<file path="src/rtl/vtd_pkg.sv">
package vtd_pkg;

    // Latency from input pins to delayed outputs; the boundary logic
    // assumes exactly this value (one stage to detect, one to register).
    localparam int PIPE_LAT = 2;

    typedef struct packed {
        logic de;
        logic hs;
        logic vs;
    } vctl_t;

    localparam vctl_t VCTL_IDLE = '0;

    function automatic logic rise(input logic cur, input logic prev);
        return cur & ~prev;
    endfunction

    function automatic logic fall(input logic cur, input logic prev);
        return ~cur & prev;
    endfunction

endpackage

</file>
<file path="src/rtl/vtd_delay.sv">
module vtd_delay
    import vtd_pkg::*;
#(
    parameter int STAGES = PIPE_LAT
) (
    input  logic  clk,
    input  logic  rst,
    input  vctl_t din,
    output vctl_t tap_first,
    output vctl_t tap_last
);

    vctl_t [STAGES-1:0] pipe;

    always_ff @(posedge clk) begin
        if (rst) pipe[0] <= VCTL_IDLE;
        else     pipe[0] <= din;
    end

    for (genvar i = 1; i < STAGES; i++) begin : g_stage
        always_ff @(posedge clk) begin
            if (rst) pipe[i] <= VCTL_IDLE;
            else     pipe[i] <= pipe[i-1];
        end
    end

    assign tap_first = pipe[0];
    assign tap_last  = pipe[STAGES-1];

endmodule

</file>
<file path="src/rtl/vtd_vs_watch.sv">
module vtd_vs_watch #(
    parameter int VS_TIMEOUT = 4096
) (
    input  logic clk,
    input  logic rst,
    input  logic vs_cur,
    input  logic vs_prev,
    output logic vs_present
);

    localparam int TMO_W = $clog2(VS_TIMEOUT + 1);
    localparam logic [TMO_W-1:0] IDLE_LAST = TMO_W'(VS_TIMEOUT - 1);

    logic [TMO_W-1:0] idle_cnt;
    logic             vs_edge;

    assign vs_edge = vs_cur ^ vs_prev;

    always_ff @(posedge clk) begin
        if (rst) begin
            idle_cnt   <= '0;
            vs_present <= 1'b0;
        end else if (vs_edge) begin
            idle_cnt   <= '0;
            vs_present <= 1'b1;
        end else if (idle_cnt == IDLE_LAST) begin
            vs_present <= 1'b0;
        end else begin
            idle_cnt <= idle_cnt + 1'b1;
        end
    end

    AST_PRESENT_ON_EDGE: assert property (@(posedge clk) disable iff (rst)
        vs_edge |=> vs_present);

endmodule

</file>
<file path="src/rtl/vtd_measure.sv">
module vtd_measure
    import vtd_pkg::*;
#(
    parameter int W_BITS = 12,
    parameter int H_BITS = 11
) (
    input  logic              clk,
    input  logic              rst,
    input  logic              de_cur,
    input  logic              de_prev,
    input  logic              vs_cur,
    input  logic              vs_prev,
    input  logic              vs_present,
    output logic [W_BITS-1:0] width,
    output logic [H_BITS-1:0] height,
    output logic              dims_valid,
    output logic              frame_start
);

    localparam int GAP_W = W_BITS + 1;

    logic [W_BITS-1:0] run_cnt;
    logic [W_BITS-1:0] line_len;
    logic              len_known;
    logic [GAP_W-1:0]  gap_cnt;
    logic [H_BITS-1:0] line_cnt;
    logic              seen_one;

    logic de_up, de_down, vs_up, gap_fire, boundary;

    assign de_up    = rise(de_cur, de_prev);
    assign de_down  = fall(de_cur, de_prev);
    assign vs_up    = rise(vs_cur, vs_prev);
    assign gap_fire = ~de_cur & len_known & ~vs_present
                    & (gap_cnt == {line_len, 1'b0});
    assign boundary = (vs_up | gap_fire) & ~frame_start;

    // active run length and DE-low gap length
    always_ff @(posedge clk) begin
        if (rst) begin
            run_cnt   <= '0;
            gap_cnt   <= '0;
            line_len  <= '0;
            len_known <= 1'b0;
        end else begin
            if (de_cur) begin
                gap_cnt <= '0;
                if (run_cnt != '1) run_cnt <= run_cnt + 1'b1;
            end else begin
                run_cnt <= '0;
                if (gap_cnt != '1) gap_cnt <= gap_cnt + 1'b1;
            end
            if (de_down) begin
                line_len  <= run_cnt;
                len_known <= 1'b1;
            end
        end
    end

    // line counting and frame-level capture
    always_ff @(posedge clk) begin
        if (rst) begin
            line_cnt    <= '0;
            width       <= '0;
            height      <= '0;
            seen_one    <= 1'b0;
            dims_valid  <= 1'b0;
            frame_start <= 1'b0;
        end else begin
            frame_start <= boundary;
            if (boundary) begin
                line_cnt <= de_up ? H_BITS'(1) : '0;
                height   <= line_cnt;
                width    <= line_len;
                seen_one <= 1'b1;
                if (seen_one) dims_valid <= 1'b1;
            end else if (de_up && line_cnt != '1) begin
                line_cnt <= line_cnt + 1'b1;
            end
        end
    end

    AST_FS_ONE_WIDE: assert property (@(posedge clk) disable iff (rst)
        frame_start |=> !frame_start);
    AST_VALID_STICKY: assert property (@(posedge clk) disable iff (rst)
        dims_valid |=> dims_valid);
    AST_DIMS_HOLD: assert property (@(posedge clk) disable iff (rst)
        (!frame_start && !$past(rst)) |-> ($stable(width) && $stable(height)
                                           && $stable(dims_valid)));

endmodule

</file>
<file path="src/rtl/vid_timing_probe.sv">
module vid_timing_probe
    import vtd_pkg::*;
#(
    parameter int W_BITS     = 12,
    parameter int H_BITS     = 11,
    parameter int VS_TIMEOUT = 4096
) (
    input  logic              clk,
    input  logic              rst,
    input  logic              de_i,
    input  logic              hs_i,
    input  logic              vs_i,
    output logic              de_o,
    output logic              hs_o,
    output logic              vs_o,
    output logic [W_BITS-1:0] width_o,
    output logic [H_BITS-1:0] height_o,
    output logic              dims_valid_o,
    output logic              frame_start_o
);

    vctl_t ctl_in, ctl_s1, ctl_s2;
    logic  vs_present;

    assign ctl_in = '{de: de_i, hs: hs_i, vs: vs_i};

    vtd_delay #(.STAGES(PIPE_LAT)) u_delay (
        .clk       (clk),
        .rst       (rst),
        .din       (ctl_in),
        .tap_first (ctl_s1),
        .tap_last  (ctl_s2)
    );

    vtd_vs_watch #(.VS_TIMEOUT(VS_TIMEOUT)) u_vs_watch (
        .clk        (clk),
        .rst        (rst),
        .vs_cur     (ctl_s1.vs),
        .vs_prev    (ctl_s2.vs),
        .vs_present (vs_present)
    );

    vtd_measure #(.W_BITS(W_BITS), .H_BITS(H_BITS)) u_measure (
        .clk         (clk),
        .rst         (rst),
        .de_cur      (ctl_s1.de),
        .de_prev     (ctl_s2.de),
        .vs_cur      (ctl_s1.vs),
        .vs_prev     (ctl_s2.vs),
        .vs_present  (vs_present),
        .width       (width_o),
        .height      (height_o),
        .dims_valid  (dims_valid_o),
        .frame_start (frame_start_o)
    );

    assign de_o = ctl_s2.de;
    assign hs_o = ctl_s2.hs;
    assign vs_o = ctl_s2.vs;

    AST_PASS_DELAY: assert property (@(posedge clk) disable iff (rst)
        (!$past(rst) && !$past(rst, 2)) |->
        ({de_o, hs_o, vs_o} == $past({de_i, hs_i, vs_i}, 2)));
    AST_RESET_CLEAR: assert property (@(posedge clk)
        $past(rst) |-> (!frame_start_o && !dims_valid_o && width_o == '0));

endmodule

</file>
<file path="config.mk">
export PLATFORM = sky130hd
export DESIGN_NAME = vid_timing_probe
export DESIGN_NICKNAME = d
export VERILOG_FILES = /design/src/rtl/vtd_pkg.sv /design/src/rtl/vtd_delay.sv /design/src/rtl/vtd_vs_watch.sv /design/src/rtl/vtd_measure.sv /design/src/rtl/vid_timing_probe.sv
export SDC_FILE = /design/constraint.sdc
export NUM_CORES = 1
export LEC_CHECK = 0
export BUFFER_PORTS_ARGS = -buffer_cell sky130_fd_sc_hd__buf_2
export CAP_MARGIN = 20
export CORE_AREA = 10 10 138 140
export CTS_BUF_LIST = sky130_fd_sc_hd__clkbuf_2 sky130_fd_sc_hd__clkbuf_4 sky130_fd_sc_hd__clkbuf_8
export DETAILED_ROUTE_END_ITERATION = 7
export DIE_AREA = 0 0 148 150
export GPL_TIMING_DRIVEN = 0
export SYNTH_ARGS = -nofsm -noshare
export SYNTH_HDL_FRONTEND = slang
export SYNTH_SLANG_ARGS = --single-unit
export TNS_END_PERCENT = 5
</file>
<file path="constraint.sdc">
create_clock -name clk -period 1.9 [get_ports clk]
set_input_delay 0.38 -clock clk [delete_from_list [all_inputs] [get_ports clk]]
set_output_delay 0.38 -clock clk [all_outputs]
set_load 0.02 [all_outputs]
</file>
==> impl_metrics.tcl, run 1 <==
set metrics [dict create \
    track_usage_pct 8.37 \
    min_path_cells 2 \
    hold_buffers 0 \
    clock-sinks 95 \
    antenna_cells 0 \
    end_kind "flip-flop" \
    cp-start-kind "flip-flop" \
    async_flop_share_pct 0 \
    detail-route-antenna-nets 0 \
    first_iter_violations 168 \
    path_clk_slew_ns 0.10 \
    final_area_um2 4780 \
    timing.rr.start "u_measure.gap_cnt[0]$_SDFFE_PP0P_" \
    p_leak_uw 0.00172 \
    clk_latency_ns 0.37 \
    synthXorXnorAreaFrac_pct 8.31 \
    syn_to_final_growth_pct 19.2 \
    r2r_slack_ns 0.003 \
    synth_top_area_share_pct 47.5 \
    fill_cells 1805 \
    grt_max_degree 16 \
    cts_tree "yes" \
    vias 3355 \
    dp_hpwl_um 6830 \
    antenna_found_initial 0 \
    slowest_stage "or4b_4" \
    drt_pass1_iterations 4 \
    numPortBuffers 32 \
    synth_fa_ha_area_share_pct 1.56 \
    reg2reg_to "u_measure.line_cnt[0]$_SDFFE_PP0P_" \
    crit_chain "or4b_4 -> nor4_4 -> nand4_1 -> buf_4 -> buf_4 -> a21oi_1 -> o31a_1" \
    hp-class "in -> reg" \
    cpMostUsedCell "buf_4" \
    finalCritPeriodShare_pct 99.8 \
    vias_per_cell 4.52 \
    drt_wl_total_um 9310 \
    relSlewSlack_pct 67.6 \
    worstMarginPinSlew_ns 0.483 \
    grt_pass1_vias 3115 \
    synthesis.instances 472 \
    outcome "complete, no violations" \
    synth_area_leaders "dfxtp_1, a21oi_1, xor2_1" \
    grt_pass1_wl_um 15300 \
    grt_overflow 0 \
    io_pins 33 \
    min_period_ns 1.90 \
    syn-cell-area_um2 4010 \
    cp.required_ns 2.21 \
    ys_seq_area_share_pct 47.5 \
    cts_max_path_buffers 2 \
    fin_nets 529 \
    dp_cells 724 \
    whs_endpoint "u_delay.tap_first[1]$_SDFF_PP0_" \
    initial_core_util_pct 24.5 \
    cts_root_buffer "clkbuf_8" \
    yosys.area_share.simple_pct 22.7 \
    path_max_fanout 5 \
    numCtsBuffers 9 \
    cp.arrival_ns 2.21 \
    ys.flop_type "dfxtp_1" \
    synth_common_cells "dfxtp_1, a21oi_1, nor2_1" \
    tns_ns 0 \
    synthDistinctLibCells 45 \
    worst_ir_drop_vdd_v 0.000527 \
    drive_gt1_share_pct 14.0 \
    die_h_um 150 \
    wl_per_cell_um 12.5 \
    coreArea_um2 16300 \
    max_stage_delay_ns 0.55 \
    worstSetupPathType "reg -> reg" \
    hp-start "hs_i" \
    syn_area_per_cell_um2 8.49 \
    num_rows 47 \
    synth_edf_count 0 \
    synth_top_family_by_area "simple AND/OR/NAND/NOR gates" \
    dieArea_um2 22200 \
    drc 0 \
    htree_levels 3 \
    crit_family "simple AND/OR/NAND/NOR gates" \
    yosys_warnings 0 \
    synth-compound-area-share_pct 14.6 \
    path_buf_inv 2 \
    die_w_um 148 \
    max-cap-violations 0 \
    drv_slew 0 \
    syn_nets 482 \
    synth.most_common_cell "dfxtp_1" \
    power_density_nw_per_um2 770 \
    synth_top_cell_by_area "dfxtp_1" \
    muxShareOfSynthArea_pct 1.25 \
    place.gp.congestion 0.804 \
    instances_no_fill 743 \
    r2r_cells 7 \
    place_area_um2 4440 \
    synth-seq-cells 95 \
    final_hold_viol_count 0 \
    finalClockSkew_ns 0.0115 \
    finalSetupViolCount 0 \
    rsz0062_at_grt "true" \
    fmax_ghz 0.527 \
]
==> layout by cell type, fill, tap and decap left out, types with 12 or more instances in the layout <==
master,count
dfxtp_1,90
buf_2,34
nor2_1,49
xor2_1,25
nand2_1,42
nor3_1,12
a21oi_1,49
clkbuf_1,15
o21ai_1,23
xnor2_1,13
nand3_1,36
inv_1,12
==> worst max path at each step <==
stage / start / to / cells after the start
after CTS: u_delay.tap_first[2]$_SDFF_PP0_ / u_measure.line_cnt[0]$_SDFFE_PP0P_ / 6
after global placement: u_delay.tap_first[2]$_SDFF_PP0_ / u_measure.line_cnt[2]$_SDFFE_PP0P_ / 5
after global routing: u_measure.gap_cnt[0]$_SDFFE_PP0P_ / u_measure.height[7]$_SDFFE_PP0P_ / 7
after floorplan: u_measure.gap_cnt[0]$_SDFFE_PP0P_ / u_measure.line_cnt[0]$_SDFFE_PP0P_ / 6
after detailed placement: u_delay.tap_first[2]$_SDFF_PP0_ / u_measure.line_cnt[3]$_SDFFE_PP0P_ / 5
final: u_measure.gap_cnt[0]$_SDFFE_PP0P_ / u_measure.line_cnt[0]$_SDFFE_PP0P_ / 7
==> final cells by class <==
type                    instances  area (um^2)  share of cell area (%)
clock buffers                  10          138                    2.88
multi-input cells             339         2000                    41.9
clock inverters                 5         81.3                    1.70
well taps                     220          275                    5.76
repair buffers                 36          190                    3.98
inverters                      12         45.0                   0.943
flip-flops and latches         95         1910                    40.1
plain buffers                  26          131                    2.75
==> through the flow <==
step                power, uW  setup WS, ns  hold slack [ns]  utilization [%]
detailed placement       2250        -0.367            0.432             27.2
finish                   3680       0.00296            0.242             29.2
global route             3830        -0.132            0.230             29.2
floorplan                2190       -0.0161            0.414                -
CTS                      3730       -0.0105            0.231             28.9
global placement         2250        -0.359            0.422             27.2
==> cell families after synthesis <==
family                   count (synthesis)
buffers and inverters                   38
AND/OR/NAND/NOR                        187
AO/OA/AOI/OAI                          104
flip-flops                              95
XOR/XNOR                                38
multiplexers                             5
adder cells (fa/ha/maj)                  5
==> power by group <==
group | switching, uW | internal [uW]
clock network | 693 | 772
registers | 27.3 | 2010
logic | 115 | 54.9
total | 835 | 2840
==> layer usage <==
metal	routed length [um]	track usage [%]	share of wire [%]
met1	4560	10.9	49
met2	4160	12.6	45
met3	513	3.38	5.5
met4	68	2.08	0.73
met5	0	0	0
==> flip-flops by register name, indices dropped and copies added, names as in the netlist, 3 cells and up <==
| signal | flops |
|---|---|
| u_delay.tap_first | 3 |
| u_delay.tap_last | 3 |
| u_measure.gap_cnt | 13 |
| u_measure.height | 11 |
| u_measure.line_cnt | 11 |
| u_measure.line_len | 12 |
| u_measure.run_cnt | 12 |
| u_measure.width | 12 |
| u_vs_watch.idle_cnt | 13 |
==> timing repair <==
item | CTS | global route
gates cloned | 0 | 0
setup buffers | 4 | 0
resized for setup | 12 | 12
setup endpoints to repair | 49 | 43
pin swaps | 3 | 4
Note: power is estimated with default switching activity, not from simulation.
==> run 2, diff against run 1 <==
--- a/config.mk
+++ b/config.mk
@@ -12,6 +12,7 @@
 export DETAILED_ROUTE_END_ITERATION = 7
 export DIE_AREA = 0 0 148 150
 export GPL_TIMING_DRIVEN = 0
+export REMOVE_ABC_BUFFERS = 1
 export SYNTH_ARGS = -nofsm -noshare
 export SYNTH_HDL_FRONTEND = slang
 export SYNTH_SLANG_ARGS = --single-unit
==> impl_metrics.tcl, run 2 (synthesis results as in run 1) <==
set metrics [dict create \
    initial_core_util_pct 24.5 \
    dp_slack_ns -0.936 \
    numPortBuffers 32 \
    cp-start-kind "flip-flop" \
    tns_ns -1.27 \
    finalClockSkew_ns 0.00863 \
    finalHoldWorstSlack_ns 0.244 \
    cts_max_path_buffers 2 \
    crit_cells 7 \
    slowest_stage "or4b_4" \
    cp.arrival_ns 2.28 \
    dieArea_um2 22200 \
    drt_pass1_iterations 5 \
    r2r_slack_ns -0.09 \
    worstSetupPathType "reg -> reg" \
    grt_max_degree 50 \
    crit_family "simple AND/OR/NAND/NOR gates" \
    path_max_fanout 6 \
    max-cap-violations 0 \
    wl_per_cell_um 13.0 \
    die_h_um 150 \
    first_iter_violations 131 \
    antenna_found_initial 0 \
    hp-class "in -> reg" \
    relSlewSlack_pct 39.3 \
    fin_total_pwr_uw 3440 \
    crit_end "u_measure.width[3]$_SDFFE_PP0P_" \
    max_stage_delay_ns 0.54 \
    layout_common_cells "dfxtp_1, nor2_1, a21oi_1" \
    antenna_cells 0 \
    finalSetupViolCount 33 \
    setup_slack_ns -0.0860 \
    outcome "complete, but fails checks" \
    final_hold_viol_count 0 \
    numCtsBuffers 9 \
    mostFrequentLayoutCell "dfxtp_1" \
    clk_latency_ns 0.36 \
    p_leak_uw 0.00172 \
    dp_cells 700 \
    rsz0062_at_grt "true" \
    place.gp.congestion 0.741 \
    path_buf_inv 2 \
    grt_pass1_vias 3259 \
    syn_to_final_growth_pct 20.5 \
    violations "setup timing" \
    worst_ir_drop_vdd_v 0.000303 \
    cp.required_ns 2.19 \
    end_kind "flip-flop" \
    timing.rr.start "u_measure.gap_cnt[0]$_SDFFE_PP0P_" \
    reg2reg_to "u_measure.width[3]$_SDFFE_PP0P_" \
    crit_chain "or4b_4 -> nor4_4 -> buf_4 -> and4_4 -> buf_6 -> o21ai_1 -> a21oi_1" \
    drc 0 \
    startpoint "u_measure.gap_cnt[0]$_SDFFE_PP0P_" \
    io_pins 33 \
    drive_gt1_share_pct 18.2 \
    vias_per_cell 4.63 \
    dp_hpwl_um 6310 \
    num_rows 47 \
    detail-route-antenna-nets 0 \
    cts_root_buffer "clkbuf_8" \
    grt_overflow 0 \
    vias 3384 \
    grt_pass1_wl_um 16000 \
    die_w_um 148 \
    power_density_nw_per_um2 713 \
    instances_no_fill 731 \
    cts_tree "yes" \
    finalCritPeriodShare_pct 105 \
    r2r_cells 7 \
    htree_levels 3 \
    min_period_ns 1.99 \
    clock-sinks 95 \
    worstMarginPinSlew_ns 0.910 \
    drv_slew 0 \
    track_usage_pct 8.78 \
    fin_nets 516 \
    largestRegisters "u_measure.gap_cnt x13, u_vs_watch.idle_cnt x13" \
    coreArea_um2 16300 \
    drt_wl_total_um 9500 \
    fmax_ghz 0.504 \
    path_clk_slew_ns 0.09 \
]
==> run 2: how the worst min path moves through the flow <==
stage	from	to	cells after the start
floorplan	u_delay.tap_first[1]$_SDFF_PP0_	u_delay.tap_last[1]$_SDFF_PP0_	1
global placement	u_delay.tap_first[1]$_SDFF_PP0_	u_delay.tap_last[1]$_SDFF_PP0_	1
detailed placement	u_delay.tap_first[1]$_SDFF_PP0_	u_delay.tap_last[1]$_SDFF_PP0_	1
CTS	hs_i	u_delay.tap_first[1]$_SDFF_PP0_	2
global route	hs_i	u_delay.tap_first[1]$_SDFF_PP0_	2
finish	hs_i	u_delay.tap_first[1]$_SDFF_PP0_	2
==> run 2: stage by stage <==
stage / utilization [%] / instance area (um^2)
final: 29.5 / 4830
after global routing: 29.5 / 4830
after CTS: 29.1 / 4760
after detailed placement: 26.6 / 4350
after global placement: 26.4 / 4320
after floorplan: - / 3890
==> run 2: timing repair <==
item / CTS / global route
endpoints found under the hold margin: 0 / 0
gates resized for setup: 27 / 15
hold buffers: 0 / 0
cloned: 2 / 0
pin swaps: 29 / 9
buffers inserted: 12 / 1
endpoints found under the setup margin: 52 / 56
==> run 2: worst register-to-register path, stage by stage (launching register included) <==
cell	delay (ns)
dfxtp_4	0.36
or4b_4	0.54
nor4_4	0.20
buf_4	0.18
and4_4	0.30
buf_6	0.14
o21ai_1	0.07
a21oi_1	0.12
==> run 2: final cells by class <==
| type | instances | area, um^2 |
|---|---|---|
| Tap cell | 220 | 275 |
| Timing Repair Buffer | 48 | 339 |
| Inverter | 12 | 45.0 |
| Sequential cell | 95 | 1910 |
| Clock inverter | 5 | 33.8 |
| Fill cell | 1777 | 11500 |
| Clock buffer | 11 | 145 |
| Multi-Input combinational cell | 340 | 2080 |
==> run 2: power by group <==
group	switching (uW)	internal, uW	leakage, uW	total, uW
Sequential	21.8	2010	0.000770	2040
Combinational	129	67.1	0.000857	196
Clock	687	524	0.0000887	1210
Total	837	2600	0.00172	3440
==> run 2: metal layers <==
layer	up-vias	part of all wire, %	global-route usage, %	routed length [um]
li1	1718	-	-	-
met1	1571	48	11.2	4600
met2	81	45	13.8	4230
met3	14	5.5	2.87	518
met4	0	1.6	2.82	155
met5	-	0	0	0
